**src/rtl/srr_pkg.sv**
```systemverilog
package srr_pkg;
  localparam int BYTE_W     = 8;
  localparam int ADDR_BYTES = 2;
  localparam int ADDR_W     = BYTE_W * ADDR_BYTES;
  localparam int SEL_W      = $clog2(BYTE_W);
  localparam int SYNC_STAGES = 2;
endpackage

```
**src/rtl/srr_pulse_sync.sv**
```systemverilog
module srr_pulse_sync #(
  parameter int STAGES = srr_pkg::SYNC_STAGES
) (
  input  logic clk,
  input  logic rst_n,
  input  logic req_i,
  output logic rise_o,
  output logic fall_o
);
  // STAGES synchroniser flops plus one history flop for edge detection
  localparam int CHAIN = STAGES + 1;
  logic [CHAIN-1:0] chain_q;

  always_ff @(posedge clk or negedge rst_n) begin
    if (!rst_n) chain_q <= '0;
    else        chain_q <= {chain_q[CHAIN-2:0], req_i};
  end

  assign rise_o =  chain_q[STAGES-1] & ~chain_q[STAGES];
  assign fall_o = ~chain_q[STAGES-1] &  chain_q[STAGES];

  assert_edges_exclusive_R8: assert property (@(posedge clk) disable iff (!rst_n)
    !(rise_o && fall_o));
  assert_rise_then_no_rise_R8: assert property (@(posedge clk) disable iff (!rst_n)
    rise_o |=> !rise_o);
endmodule

```
**src/rtl/srr_bit_counter.sv**
```systemverilog
module srr_bit_counter #(
  parameter int CNT_W = srr_pkg::SEL_W
) (
  input  logic             clk,
  input  logic             rst_n,
  input  logic             clear_i,
  input  logic             step_i,
  output logic [CNT_W-1:0] cnt_o,
  output logic             wrap_o
);
  localparam logic [CNT_W-1:0] CNT_MAX = '1;
  logic [CNT_W-1:0] cnt_q;

  always_ff @(posedge clk or negedge rst_n) begin
    if (!rst_n)       cnt_q <= '0;
    else if (clear_i) cnt_q <= '0;
    else if (step_i)  cnt_q <= cnt_q + CNT_W'(1);
  end

  assign cnt_o  = cnt_q;
  assign wrap_o = step_i && !clear_i && (cnt_q == CNT_MAX);

  assert_clear_zero_R3: assert property (@(posedge clk) disable iff (!rst_n)
    clear_i |=> cnt_o == '0);
  assert_step_inc_R4: assert property (@(posedge clk) disable iff (!rst_n)
    (step_i && !clear_i) |=> cnt_o == CNT_W'($past(cnt_o) + CNT_W'(1)));
  assert_idle_hold_R4: assert property (@(posedge clk) disable iff (!rst_n)
    (!step_i && !clear_i) |=> $stable(cnt_o));
endmodule

```
**src/rtl/srr_addr_counter.sv**
```systemverilog
module srr_addr_counter #(
  parameter int LANES  = srr_pkg::ADDR_BYTES,
  parameter int LANE_W = srr_pkg::BYTE_W
) (
  input  logic                    clk,
  input  logic                    rst_n,
  input  logic [LANES-1:0]        load_i,
  input  logic [LANE_W-1:0]       data_i,
  input  logic                    inc_i,
  output logic [LANES*LANE_W-1:0] addr_o
);
  localparam int AW = LANES * LANE_W;
  logic [AW-1:0] addr_q;
  logic [AW-1:0] addr_inc;

  assign addr_inc = addr_q + AW'(1);

  for (genvar g = 0; g < LANES; g++) begin : g_lane
    always_ff @(posedge clk or negedge rst_n) begin
      if (!rst_n)
        addr_q[g*LANE_W +: LANE_W] <= '0;
      else if (load_i[g])
        addr_q[g*LANE_W +: LANE_W] <= data_i;
      else if (inc_i)
        addr_q[g*LANE_W +: LANE_W] <= addr_inc[g*LANE_W +: LANE_W];
    end
  end

  assign addr_o = addr_q;

  assert_inc_R5: assert property (@(posedge clk) disable iff (!rst_n)
    (inc_i && load_i == '0) |=> addr_o == AW'($past(addr_o) + AW'(1)));
  assert_hold_R5: assert property (@(posedge clk) disable iff (!rst_n)
    (!inc_i && load_i == '0) |=> $stable(addr_o));
endmodule

```
**src/rtl/srr_bit_select.sv**
```systemverilog
module srr_bit_select #(
  parameter int BYTE_W = srr_pkg::BYTE_W,
  parameter int SEL_W  = srr_pkg::SEL_W
) (
  input  logic              clk,
  input  logic              rst_n,
  input  logic              capture_i,
  input  logic [SEL_W-1:0]  sel_i,
  input  logic [BYTE_W-1:0] byte_i,
  output logic              bit_o
);
  logic picked;
  logic bit_q;

  always_comb begin
    picked = 1'b0;
    for (int i = 0; i < BYTE_W; i++)
      if (sel_i == SEL_W'(i)) picked = byte_i[i];
  end

  always_ff @(posedge clk or negedge rst_n) begin
    if (!rst_n)         bit_q <= 1'b0;
    else if (capture_i) bit_q <= picked;
  end

  assign bit_o = bit_q;

  assert_hold_R6: assert property (@(posedge clk) disable iff (!rst_n)
    !capture_i |=> $stable(bit_o));
endmodule

```
**src/rtl/speech_rom_serializer.sv**
```systemverilog
module speech_rom_serializer
  import srr_pkg::*;
(
  input  logic              clk,
  input  logic              rst_n,
  input  logic [BYTE_W-1:0] host_data,
  input  logic              load_lo_n,
  input  logic              load_hi_n,
  input  logic              req_pulse,
  output logic [ADDR_W-1:0] mem_addr,
  input  logic [BYTE_W-1:0] mem_data,
  output logic              ser_bit
);
  logic             req_rise, req_fall;
  logic [SEL_W-1:0] bit_idx;
  logic             idx_wrap;
  logic [ADDR_BYTES-1:0] lane_load;

  assign lane_load = {~load_hi_n, ~load_lo_n};

  srr_pulse_sync #(.STAGES(SYNC_STAGES)) u_sync (
    .clk(clk), .rst_n(rst_n), .req_i(req_pulse),
    .rise_o(req_rise), .fall_o(req_fall)
  );

  srr_bit_counter #(.CNT_W(SEL_W)) u_bitcnt (
    .clk(clk), .rst_n(rst_n), .clear_i(~load_lo_n), .step_i(req_fall),
    .cnt_o(bit_idx), .wrap_o(idx_wrap)
  );

  srr_addr_counter #(.LANES(ADDR_BYTES), .LANE_W(BYTE_W)) u_addr (
    .clk(clk), .rst_n(rst_n), .load_i(lane_load), .data_i(host_data),
    .inc_i(idx_wrap), .addr_o(mem_addr)
  );

  srr_bit_select #(.BYTE_W(BYTE_W), .SEL_W(SEL_W)) u_sel (
    .clk(clk), .rst_n(rst_n), .capture_i(req_rise), .sel_i(bit_idx),
    .byte_i(mem_data), .bit_o(ser_bit)
  );

  assert_load_lo_R1: assert property (@(posedge clk) disable iff (!rst_n)
    !load_lo_n |=> mem_addr[BYTE_W-1:0] == $past(host_data));
  assert_load_hi_R2: assert property (@(posedge clk) disable iff (!rst_n)
    !load_hi_n |=> mem_addr[ADDR_W-1:BYTE_W] == $past(host_data));
  assert_hi_keeps_lo_R2: assert property (@(posedge clk) disable iff (!rst_n)
    (!load_hi_n && load_lo_n && !req_fall) |=> $stable(mem_addr[BYTE_W-1:0]));
  assert_lo_clears_idx_R3: assert property (@(posedge clk) disable iff (!rst_n)
    !load_lo_n |=> bit_idx == '0);
  assert_wrap_step_R5: assert property (@(posedge clk) disable iff (!rst_n)
    (req_fall && bit_idx == '1 && load_lo_n && load_hi_n)
      |=> mem_addr == ADDR_W'($past(mem_addr) + ADDR_W'(1)));
  assert_fall_keeps_bit_R6: assert property (@(posedge clk) disable iff (!rst_n)
    req_fall |=> $stable(ser_bit));
  assert_capture_value_R8: assert property (@(posedge clk) disable iff (!rst_n)
    req_rise |=> ser_bit == $past(mem_data[bit_idx]));
endmodule

```
**config.mk**
```make
export PLATFORM = sky130hd
export DESIGN_NAME = speech_rom_serializer
export DESIGN_NICKNAME = d
export VERILOG_FILES = /design/src/rtl/srr_pkg.sv /design/src/rtl/srr_pulse_sync.sv /design/src/rtl/srr_bit_counter.sv /design/src/rtl/srr_addr_counter.sv /design/src/rtl/srr_bit_select.sv /design/src/rtl/speech_rom_serializer.sv
export SDC_FILE = /design/constraint.sdc
export NUM_CORES = 1
export LEC_CHECK = 0
export CAP_MARGIN = 20
export CORE_MARGIN = 2
export CORE_UTILIZATION = 40
export DETAILED_ROUTE_END_ITERATION = 12
export DONT_BUFFER_PORTS = 1
export PLACE_DENSITY = 0.57
export SETUP_SLACK_MARGIN = 0.15
export SLEW_MARGIN = 10
export SYNTH_ARGS = -nofsm -noshare
export SYNTH_HDL_FRONTEND = slang
export SYNTH_SLANG_ARGS = --single-unit
```
**constraint.sdc**
```tcl
create_clock -name clk -period 2.7 [get_ports clk]
set_clock_uncertainty 0.15 [all_clocks]
set_input_delay 0.54 -clock clk [delete_from_list [all_inputs] [get_ports clk]]
set_output_delay 0.54 -clock clk [all_outputs]
set_load 0.01 [all_outputs]
```
* Word level (Yosys, flattened, before mapping)
Cells that the tools add are included.
** Operators by class
- $add $sub $neg :: 2
- Equality and inequality tests :: 10
- Bitwise logic cells :: 4
- Multiplexer cells :: 14
- Reduce and logical (&&, ||, !) cells :: 3
** Operators with widths (count)
- 8-bit 2-to-1 mux :: 4
- 16-bit by 1-bit adder with 16-bit output (second input constant) :: 1
- 3-bit == test (second input constant) :: 4
- 1-bit 2-to-1 mux :: 8
- 3-bit by 2-bit == test with 1-bit output (second input constant) :: 2
- 3-bit 2-to-1 mux :: 2
- 2-bit by 1-bit inequality test with 1-bit output (second input constant) :: 3
- 3-bit by 1-bit adder with 3-bit output (second input constant) :: 1
- 3-bit by 1-bit == test with 1-bit output (second input constant) :: 1
- 3-bit zero test :: 1
- 1-bit bitwise AND :: 2
- 1-bit logical AND :: 2
- 1-bit NOT :: 2
** Word-level totals
- Flip-flop bits (word level) :: 23
- Bits of input ports :: 21

* Logic depth before layout (Yosys ltp)
Gate-level depths: netlist of run 1.
- Depth after elaboration :: 9
- Mapped depth :: 7
- Depth with buffers taken out :: 6

* Hierarchy
From an unflattened synthesis of run 1, not the netlist that was laid out.
** Unflattened totals
- Cells, all modules :: 132
- Area, all modules :: 1322.5 µm²
** Modules (own cells, without submodules)
- srr_addr_counter :: cells each 103, area each 970.9 µm², instances 1, sequential area each 400.4 µm²
- srr_bit_counter :: cells each 13, area each 147.6 µm², instances 1, sequential area each 75.1 µm²
- srr_bit_select :: cells each 9, area each 106.4 µm², instances 1, sequential area each 25.0 µm²
- srr_pulse_sync :: cells each 5, area each 90.1 µm², instances 1, sequential area each 75.1 µm²
- speech_rom_serializer :: cells each 2, area each 7.5 µm², instances 1, sequential area each 0.0 µm²

* Worst setup path after synthesis of run 1
OpenSTA, ideal clock, no wires.
- Kind :: register -> register
- Start :: register u_bitcnt.cnt_q[0] (netlist: u_bitcnt.cnt_o[0])
- End :: register u_addr.addr_q[15] (netlist: u_addr.addr_o[15])
- Data arrival time :: 2.050 ns
- Period minus slack after synthesis :: 2.282 ns
- Stages on the path, launching flop included :: 8
- Required time :: 2.468 ns
- Path slack :: 0.418 ns
- Cells stage by stage :: dfrtp_1 -> ha_1 -> ha_1 -> nand4_1 -> or4_1 -> buf_2 -> or4_1 -> a31oi_1
** Between the ends
- Word-level cells in the longest chain between the ends :: 3
** RTL lines
- start: declaration :: line srr_bit_counter.sv:12 : logic [CNT_W-1:0] cnt_q;
- start signal: assignment :: line srr_bit_counter.sv:17 : else if (step_i) cnt_q <= cnt_q + CNT_W'(1);
- 3-bit == test :: line srr_bit_counter.sv:21 : assign wrap_o = step_i && !clear_i && (cnt_q == CNT_MAX);
- 1-bit logical AND :: line srr_bit_counter.sv:21
- 2-bit by 1-bit inequality test with 1-bit output (no source line)
- end signal: indexed assignment :: line srr_addr_counter.sv:23 : addr_q[g*LANE_W +: LANE_W] <= data_i;
- end signal: indexed assignment :: line srr_addr_counter.sv:25 : addr_q[g*LANE_W +: LANE_W] <= addr_inc[g*LANE_W +: LANE_W];
- end: declaration :: line srr_addr_counter.sv:13 : logic [AW-1:0] addr_q;
Every way passes these cells.
A chain may end at the register's enable or synchronous reset.

* Worst setup path after layout of run 1
Same ends and word-level chain as after synthesis.

==> impl_results.md, run 1 <==
* Worst IR Drop VDD at roughly 0.00023 V
* R2r startpoint: u_bitcnt.cnt_o[0]
* Max Transition Viols Final at 0
* Synth Area in Compound Gates at between 10% and 20%
* Starting Density at approximately 43%
* Slowest cell delay on critical path at about 510 ps
* Critical Path AT at between 2000 and 3000 ps
* Synthesis-stage register bit count at 23
* Inserted Clock Buffers at 3
* Postcts setup bufs at 0
* Die H at about 61 um
* Cell count after synthesis at approximately 140
* GRT Overall Usage at 16.0%
* Period Utilization, post-route at 90.0%
* Max Freq at 0.411 GHz
* Final Cell Area at roughly 1400 um2
* Kind of cell adding the most delay to the critical path: simple AND/OR/NAND/NOR gates
* Clk pin slew, worst setup/hold paths at 130 ps
* CP max FO at 10
* Clock root buffer: clkbuf_4
* Hold Path Depth at 0
* Cell variety after synth at 35
* Lkg Pwr at 0.567 nW
* Synthesized area at approximately 1300 um2
* Vias per cell at between 5 and 6
* Synth Area in XOR/XNOR at around 4.7%
* DRT Pass-1 Iters at 4
* Outcome: finished, final reports clean
* First-pass GRT wire length at between 4 and 5 mm
* Detail Placement HPWL at a little over 2 mm
* Layout cell share with drive strength beyond 1 at approximately 5%
* Kind of end point of the critical path: flop
* Pwr Total at between 600 and 700 uW
* Vias in the first global route at ~940
* Boundary pin count at 38
* Min-delay src: req_pulse
* Sequential share of the synthesized area at 43.8%
* Antenna violations before repair at 0
* WS Path Type: flop to flop
* CP bufs+invs at 0
* Worst r2r path cells at 6
* Core area at between 3000 and 4000 um2
* Clk_lat worst skew at between 300 and 400 ps
* Slowest cell on crit path: or4_4
* Reg2reg end: u_addr.addr_o[15]
* Hold Vio Cnt, Final at 0
* Placed Area at between 1000 and 1500 um2
* Pre-CTS WS at 213 ps
* Final setup violation count at 0
* H-tree depth at 1
* Final WL at 2.73 mm
* Mux share of post-synthesis cell area at under 10%
* Bufs on Longest Clock Path at 2
* Number of flops mapped to enable cells by yosys at 0
* Area delta synth->final at 6.95%
* Sink of the worst hold path: u_sync.chain_q[0]
* Syn_nets at between 150 and 200
* Die Area at roughly 3800 um2
* Startpoint types: flop
* Hold WC Path Type: primary input to flop
* CTS tree: done
* Gpl congestion at ~0.84
* Routed via count at 1,017
* Post-Route Setup TNS at 0 ps
* Tmin final at 2430 ps
* Post-Synth Simple-Gate Area at 23.5%
* YS warnings at 0
* GRT overflow at 0
* Drc violations at 0
* Initial DRC count at 40
* Buffers on Ports at 0
* Worst slew margin at 71.9%
* Pwr per Cell Area at ~480 nW/um2
* Crit-path cells: ha_1 -> ha_1 -> nand4_1 -> or4_4 -> or4_1 -> a31oi_1
* Die width at around 61 um
* CP dominant cell by count: ha_1
* Row count at 20
* Final WS setup at approximately 270 ps
* Worst-Margin Slew at about 420 ps
* Wire length per cell at 14.5 um
* Largest family of logic cells by synthesized area: simple AND/OR/NAND/NOR gates
* Antenna diodes at 0
* Critical Path RT at 2800 ps
* # nets final at between 150 and 200
* Synth Area in Adders at under 10%
* Syn Area/Cell at 9.13 um2
* Largest net degree at the start of global routing at 24
* Hold Slack at a little under 90 ps
* Ys async rst share at between 90% and 100%
* Max cap viols at 0
* R2R Setup Slk at 270 ps
* CTS sink count at 23
* Unrepaired setup endpoints after global routing: false
* Synth Flop Type: dfrtp_1
* Final ANT Viol Nets at 0
-- state kept, by name (all words and copies together) (netlist names) --
register	flops
u_sel.bit_o	1
u_sync.chain_q	3
u_bitcnt.cnt_o	3
u_addr.addr_o	16
-- stage by stage --
| step | std cells | utilization (%) |
|---|---|---|
| after detailed placement | 182 | 43.5 |
| final | 188 | 45.7 |
| after floorplan | 144 | - |
| after global placement | 182 | 43.5 |
| after CTS | 187 | 44.7 |
| after global routing | 188 | 45.7 |
-- Yosys cell counts, types with 3 or more instances --
cell	n	area [um2]
or4_1	3	22.5
xor2_1	3	26.3
xnor2_1	4	35.0
nand2_1	8	30.0
inv_1	7	26.3
ha_1	7	87.6
nor2_1	16	60.1
o21ai_0	7	35.0
dfrtp_1	23	576
nand3_1	6	30.0
and3_1	3	18.8
or3_1	6	37.5
a21oi_1	11	55.1
a31oi_1	8	50.1
and2_1	3	18.8
-- logic make-up (layout without fill, tap and decap cells) --
family                     Yosys count  after routing
and+or+nand+nor                     58             58
AOI/OAI and AO/OA                   34             34
DFF                                 23             23
buffers and inverters               13             13
adders and majority gates            7              7
xor gates and xnor gates             7              7
muxes                                2              2
-- worst reg2reg max path: cells and delay by family, from the launching register on --
family / cells / cell delay, ps
compound gates: 1 / 160
fa+ha+maj: 2 / 450
flops: 1 / 440
simple gates: 3 / 1160
-- routing by layer --
layer	vias up	routed length, um	GRT usage (%)
li1	514	-	-
met5	-	0	0
met1	474	1340	23.7
met3	4	155	4.83
met4	0	27	5.47
met2	25	1210	22.3
-- cell usage in the layout, fill, tap and decap left out, drive strengths merged, types with 2 or more instances in the layout --
master  instances
xnor2           4
nand3           6
or4             3
dfrtp          23
nor3            2
nand4           2
o21ai           7
xor2            3
mux2i           2
nor2           16
a21oi          11
clkbuf          4
ha              7
and3            3
nor2b           2
or3             6
o31ai           2
a31oi           8
nand2b          2
and2            3
inv             7
nand3b          2
nand2           8
-- how the worst max path moves through the flow --
stage                            from           endpoint  cells past startpoint
floorplan           u_bitcnt.cnt_o[0]  u_addr.addr_o[15]                      7
global placement    u_bitcnt.cnt_o[0]  u_addr.addr_o[15]                      6
detailed placement  u_bitcnt.cnt_o[0]  u_addr.addr_o[15]                      6
CTS                 u_bitcnt.cnt_o[0]  u_addr.addr_o[15]                      6
global route        u_bitcnt.cnt_o[0]  u_addr.addr_o[12]                      6
finish              u_bitcnt.cnt_o[0]  u_addr.addr_o[15]                      6
-- where the power goes --
part / switching [mW] / internal [mW] / leakage (nW)
Clock: 0.106 / 0.0578 / 0.0150
Combinational: 0.0419 / 0.0427 / 0.284
Sequential: 0.0490 / 0.372 / 0.268
-- final cells by class --
type	count	area (um2)
Fill cell	306	1670
Sequential cell	23	576
Clock buffer	4	26.3
Inverter	7	26.3
Timing Repair Buffer	2	37.5
Tap cell	44	55.1
Multi-Input combinational cell	108	686
-- timing repair --
action,CTS,global route
setup endpoints to repair,0,2
hold buffers,1,0
endpoints found under the hold margin,23,0
gates resized for setup,0,1
No activity file was read; power rests on OpenSTA's default activity.
==> run 2: changes to the inputs <==
--- a/config.mk
+++ b/config.mk
@@ -10,7 +10,7 @@
 export CORE_UTILIZATION = 40
 export DETAILED_ROUTE_END_ITERATION = 12
 export DONT_BUFFER_PORTS = 1
-export PLACE_DENSITY = 0.57
+export PLACE_DENSITY = 0.59
 export SETUP_SLACK_MARGIN = 0.15
 export SLEW_MARGIN = 10
 export SYNTH_ARGS = -nofsm -noshare
==> constraint.sdc (replaced) <==
create_clock -name clk -period 2.2 [get_ports clk]
set_clock_uncertainty 0.15 [all_clocks]
set_input_delay 0.44 -clock clk [delete_from_list [all_inputs] [get_ports clk]]
set_output_delay 0.44 -clock clk [all_outputs]
set_load 0.01 [all_outputs]
==> run 2 against run 1 <==
  * First-iteration DRC count fell by 63%
  * Worst setup slack got worse by 250 ps
  * Register-to-register slack got worse by 250 ps
  * Wire length rose by 17%
  * Die area did not move
  * Critical path depth rose by 1
  * Via count rose by 14%
  * Final cell count rose by 11%
  * Core utilization rose by 6.3 points
  * Non-clock buffer count rose by 21
  * Global-route usage rose by 3.1 points
  * Critical endpoint is now u_addr.addr_o[11]
  * Largest power group unchanged
==> impl_results.md, run 2 (same netlist as run 1, synthesis figures left out) <==
* Boundary pin count at 38 (unchanged)
* Share of power burned in registers at 59.0% (-3.9 points)
* Min-delay src: load_lo_n
* Initial DRC count at 15 (-63%)
* Final Cell Area at 1600 um2 (+14%)
* R2R Setup Slk at 20 ps (-250 ps)
* GRT Overall Usage at 19.1% (+3.1 points)
* Clk_lat worst skew at 320 ps (about the same)
* Drc violations at 0 (unchanged)
* Max cap viols at 0 (unchanged)
* Final setup violation count at 0 (unchanged)
* Starting Density at 42.7% (unchanged)
* Max Transition Viols Final at 0 (unchanged)
* Crit-path cells: ha_4 -> ha_4 -> nand4_1 -> or4_4 -> buf_6 -> or3_1 -> a31oi_1
* Kind of end point of the critical path: flop
* Pwr Total at 852 uW (+27%)
* Clock root buffer: clkbuf_4
* Vias in the first global route at 1,190 (+27%)
* Buffers on Ports at 0 (unchanged)
* Clk pin slew, worst setup/hold paths at 130 ps (about the same)
* Hold Vio Cnt, Final at 0 (unchanged)
* First-pass GRT wire length at 5.26 mm (+17%)
* GRT overflow at 0 (unchanged)
* Antenna violations before repair at 0 (unchanged)
* Net Sw Frac at 30.0% (+0.55 points)
* Hold WC Path Type: primary input to flop
* Outcome: finished, final reports clean
* Switch Pwr at 255 uW (+29%)
* Reg2reg end: u_addr.addr_o[11]
* Final WL at 3.20 mm (+17%)
* Layout cell share with drive strength beyond 1 at 18.2% (+13 points)
* R2r startpoint: u_bitcnt.cnt_o[0]
* Gpl congestion at 0.812 (-3.5%)
* Unrepaired setup endpoints after global routing: true
* Commonest non-fill, non-tap cell in the layout: dfrtp_1
* # fillers at 298 (-2.6%)
* Tmin final at 2180 ps (-254 ps)
* Comb pwr share at 16.9% (+4.3 points)
* Largest register FFs at 16 (unchanged)
* Lkg Pwr at 0.664 nW (+17%)
* Commonest cells after routing, fill and taps aside: 23 x dfrtp_1, 16 x nor2_1, 16 x buf_4
* Critical Path AT at 2280 ps (-250 ps)
* CP dominant cell by count: ha_4
* CP max FO at 4 (-6)
* CP bufs+invs at 1 (+1)
* Largest net degree at the start of global routing at 24 (unchanged)
* Worst-Margin Slew at 450 ps (+28.8 ps)
* Worst Setup SP: u_bitcnt.cnt_o[0]
* Sink of the worst hold path: u_addr.addr_o[3]
* Die Area at 3760 um2 (unchanged)
* Routed via count at 1,161 (+14%)
* CTS tree: done
* Die width at 61.3 um (unchanged)
* Placed Area at 1470 um2 (+10%)
* Inserted Clock Buffers at 3 (unchanged)
* Wire length per cell at 15.3 um (+5.3%)
* Critical Path RT at 2300 ps (-500 ps)
* H-tree depth at 1 (unchanged)
* Die H at 61.3 um (unchanged)
* Pwr per Cell Area at 533 nW/um2 (+12%)
* Period Utilization, post-route at 98.9% (+8.9 points)
* Int Power at 596 uW (+26%)
* # nets final at 194 (+12%)
* Final ANT Viol Nets at 0 (unchanged)
* Worst IR Drop VDD at 0.000223 V (-2.7%)
* Bufs on Longest Clock Path at 2 (unchanged)
* WS Path Type: flop to flop
* Slowest cell on crit path: or4_4
* DRT Pass-1 Iters at 4 (unchanged)
* Post-Route Setup TNS at 0 ps (unchanged)
* Kind of cell adding the most delay to the critical path: simple AND/OR/NAND/NOR gates
* Core area at 3080 um2 (unchanged)
* Slowest cell delay on critical path at 490 ps (-20 ps)
* CTS sink count at 23 (unchanged)
* Fin util at 52.0% (+6.3 points)
* Clock network fraction of total power at 24.1% (-0.4 points)
* Worst r2r path cells at 7 (+1)
* Antenna diodes at 0 (unchanged)
* Worst slew margin at 69.3% (-2.6 points)
* Detail Placement HPWL at 2.36 mm (+15%)
* Row count at 20 (unchanged)
* Vias per cell at 5.56 (+2.7%)
* Startpoint types: flop
* Area delta synth->final at 21.6%
* Max Freq at 0.460 GHz (+12%)
* Hold Path Depth at 1 (+1)
[run 2: cell count changes in the layout (fill, tap and decap cells not counted)]
cell           before  now
buf_4               0   16
ha_4                0    2
nand3_1             6    5
buf_8               0    1
buf_16              1    0
buf_6               0    4
ha_1                7    5
dlygate4sd3_1       1    2
nand3_2             0    1
[run 2: timing repair]
item / 4_1_cts / 5_1_grt
setup buffers: 2 / 2
pin swaps: 12 / 4
hold buffers: 2 / 0
setup endpoints to repair: 5 / 9
gates resized for setup: 7 / 0
hold endpoints to repair: 24 / 0
[run 2: how the worst max path moves through the flow]
stage | cells after the start | end | slack (ps)
final | 7 | u_addr.addr_o[11] | 20
after global routing | 7 | u_addr.addr_o[11] | -30
after CTS | 6 | u_addr.addr_o[15] | -20
after detailed placement | 7 | u_addr.addr_o[11] | -90
after global placement | 7 | u_addr.addr_o[11] | -20
after floorplan | 7 | u_addr.addr_o[15] | -50
[run 2: layer usage]
layer | track usage, % | vias to the layer above | wire, um
li1 | - | 557 | -
met1 | 22.2 | 573 | 1360
met2 | 33.9 | 26 | 1640
met3 | 3.36 | 5 | 150
met4 | 9.42 | 0 | 55
met5 | 0 | - | 0
[run 2: power groups by stage]
stage / sequential (mW) / combinational [mW] / clock, mW
floorplan: 0.512 / 0.0860 / 0
global placement: 0.508 / 0.125 / 0
detailed placement: 0.509 / 0.130 / 0
CTS: 0.502 / 0.142 / 0.215
global route: 0.509 / 0.163 / 0.226
finish: 0.502 / 0.144 / 0.206
[run 2: worst register-to-register path, cell delays in order (launching register included)]
cell and delay, ps:
dfrtp_1 410, ha_4 160, ha_4 140, nand4_1 120, or4_4 490, buf_6 150
or3_1 310, a31oi_1 190
[run 2: per-stage QoR]
step | worst slack, ps | instances | hold WS, ps
global route | -28.5 | 209 | 25.8
detailed placement | -91.2 | 198 | -5.25
finish | 24.0 | 209 | 34.4
global placement | -18.0 | 198 | -5.13
floorplan | -52.4 | 144 | -5.59
CTS | -16.7 | 206 | 18.2
[run 2: area by class of cell]
type	instances	area [um2]	share of cell area, %
sequential	23	576	36.0
tap	44	55.1	3.44
timing repair buffer	23	200	12.5
multi-input combinational	108	716	44.8
clock buffer	4	26.3	1.64
inverter	7	26.3	1.64
==> run 3: changes to the inputs <==
--- a/config.mk
+++ b/config.mk
@@ -5,7 +5,9 @@
 export SDC_FILE = /design/constraint.sdc
 export NUM_CORES = 1
 export LEC_CHECK = 0
+export ABC_CLOCK_PERIOD_IN_PS = 1900
 export CAP_MARGIN = 20
+export CORE_ASPECT_RATIO = 0.9
 export CORE_MARGIN = 2
 export CORE_UTILIZATION = 40
 export DETAILED_ROUTE_END_ITERATION = 12
==> constraint.sdc (replaced) <==
create_clock -name clk -period 1.9 [get_ports clk]
set_clock_uncertainty 0.15 [all_clocks]
set_input_delay 0.38 -clock clk [delete_from_list [all_inputs] [get_ports clk]]
set_output_delay 0.38 -clock clk [all_outputs]
set_load 0.01 [all_outputs]
==> run 3 against run 2 <==
  * The run now ends with hold timing, setup timing left
  * Die area about the same
  * Maximum frequency decreased by 2.4%
  * Non-clock buffer count rose by 13
  * Via count increased by 7.1%
  * Combinational power rose by 57%
  * Design area grew 14%
==> impl_results.md, run 3 (same netlist as run 1, synthesis figures left out) <==
* First-pass GRT wire length at 6.24 mm (+19%)
* Row count at 19 (-5.0%)
* CTS tree: done
* Max Transition Viols Final at 0 (unchanged)
* Worst IR Drop VDD at 0.000481 V (+120%)
* Critical Path RT at 1990 ps (-310 ps)
* Hold WC Path Type: primary input to flop
* Commonest cells after routing, fill and taps aside: 23 x dfrtp_1, 22 x buf_4, 15 x nor2_1
* Final Cell Area at 1830 um2 (+14%)
* Bufs on Longest Clock Path at 2 (unchanged)
* Commonest non-fill, non-tap cell in the layout: dfrtp_1
* Wire length per cell at 16.9 um (+11%)
* Final WS setup at -329 ps (-353 ps)
* Hold Path Depth at 1 (unchanged)
* Fin util at 59.2% (+7.2 points)
* Outcome: finished, violations left
* Final ANT Viol Nets at 0 (unchanged)
* Routed via count at 1,244 (+7.1%)
* Die H at 58.4 um (-4.8%)
* # hold bufs at CTS at 4 (+2)
* Lkg Pwr at 0.751 nW (+13%)
* Sink of the worst hold path: u_addr.addr_o[12]
* # fillers at 252 (-15%)
* Min-delay src: load_hi_n
* GRT Overall Usage at 21.4% (+2.3 points)
* DRT Pass-1 Iters at 5 (+1)
* Kind of end point of the critical path: flop
* Drc violations at 0 (unchanged)
* Largest register FFs at 16 (unchanged)
* H-tree depth at 1 (unchanged)
* Placed cells at 203 (+2.5%)
* Pwr per Cell Area at 570 nW/um2 (+7.0%)
* Violated checks: hold timing, setup timing
* Buffers on Ports at 0 (unchanged)
* Antenna diodes at 0 (unchanged)
* Clk pin slew, worst setup/hold paths at 130 ps (about the same)
* Tmin final at 2230 ps (+52.8 ps)
* Hold Slack at -3.98 ps (-38.4 ps)
* Reg2reg end: u_addr.addr_o[15]
* Period Utilization, post-route at 117% (+18 points)
* WS Path Type: flop to flop
* Worst slew margin at 78.0% (+8.8 points)
* Largest net degree at the start of global routing at 24 (unchanged)
* Inserted Clock Buffers at 3 (unchanged)
* Layout Cells excl Fill at 220 (+5.3%)
* Die Area at 3760 um2 (about the same)
* CTS sink count at 23 (unchanged)
* Hold Vio Cnt, Final at 1 (+1)
* Final WL at 3.73 mm (+16%)
* Placed Area at 1520 um2 (+3.4%)
* Critical Path AT at 2320 ps (+40 ps)
* Die width at 64.4 um (+5.1%)
* Clock root buffer: clkbuf_4
* Unrepaired setup endpoints after global routing: true
* GRT overflow at 0 (unchanged)
* Startpoint types: flop
* Starting Density at 42.6% (-0.17 points)
* Antenna violations before repair at 0 (unchanged)
* Detail Placement HPWL at 2.50 mm (+6.3%)
* Final setup violation count at 11 (+11)
* Worst r2r path cells at 6 (-1)
* # nets final at 207 (+6.7%)
* Core area at 3090 um2 (+0.41%)
* Vias per cell at 5.65 (+1.8%)
* Clk_lat worst skew at 310 ps (about the same)
* Vias in the first global route at 1,314 (+10%)
* Max cap viols at 0 (unchanged)
* Max Freq at 0.449 GHz (-2.4%)
* R2R Setup Slk at -330 ps (-350 ps)
* Layout cell share with drive strength beyond 1 at 32.0% (+14 points)
* Area delta synth->final at 39.1%
* CP max FO at 4 (unchanged)
* Initial DRC count at 85 (+70)
* Gpl congestion at 0.823 (+1.3%)
* Boundary pin count at 38 (unchanged)
* Worst-Margin Slew at 328 ps (-121 ps)
* Pre-CTS WS at -384 ps (-292 ps)
* R2r startpoint: u_bitcnt.cnt_o[1]
-- run 3: repair_timing --
item	4_1_cts	5_1_grt
cloned	0	0
gates resized for setup	20	15
endpoints found under the setup margin	10	17
pin swaps	18	19
endpoints found under the hold margin	36	3
buffers inserted	7	1
-- run 3: layout make-up --
cell class                      instances  area (um2)  area share [%]
Tap cell                               42        52.6            2.87
Clock buffer                            4        26.3            1.44
Inverter                                7        26.3            1.44
Multi-Input combinational cell        108         827            45.2
Sequential cell                        23         576            31.5
Timing Repair Buffer                   36         322            17.6
-- run 3: how the worst max path moves through the flow --
| stage | start | endpoint | cells after the start |
|---|---|---|---|
| finish | u_bitcnt.cnt_o[1] | u_addr.addr_o[15] | 6 |
| global placement | u_bitcnt.cnt_o[1] | u_addr.addr_o[15] | 6 |
| CTS | u_bitcnt.cnt_o[0] | u_addr.addr_o[15] | 6 |
| detailed placement | u_bitcnt.cnt_o[1] | u_addr.addr_o[15] | 6 |
| global route | u_bitcnt.cnt_o[1] | u_addr.addr_o[15] | 6 |
| floorplan | u_bitcnt.cnt_o[0] | u_addr.addr_o[15] | 7 |
-- run 3: where the power goes --
part / total [mW] / internal, mW / switching, mW / leakage (nW)
clock: 0.236 / 0.0821 / 0.154 / 0.0150
combinational: 0.226 / 0.112 / 0.114 / 0.468
sequential: 0.580 / 0.529 / 0.0511 / 0.268
total: 1.04 / 0.724 / 0.319 / 0.751
-- run 3: critical path: stages (launching register included) --
cell     delay, ps
dfrtp_1        430
ha_4           170
ha_4           120
nand4_1        150
or4_4          500
or4_1          480
a31oi_1        160
-- run 3: routing by layer --
layer  up-vias  part of all wire [%]  track usage (%)
li1        582                     -                -
met4         0                  0.70             3.95
met1       603                    41             26.7
met2        53                    50             37.4
met3         6                   8.0             6.50
met5         -                     0                0
-- run 3: metrics by stage --
| step | TNS (ps) | total power, mW | hold slack [ps] |
|---|---|---|---|
| floorplan | -1060 | 0.692 | -65.6 |
| global placement | -984 | 0.747 | -65.0 |
| detailed placement | -1750 | 0.757 | -65.0 |
| CTS | -1970 | 1.02 | 1.68 |
| global route | -3210 | 1.11 | -24.8 |
| finish | -2140 | 1.04 | -3.98 |
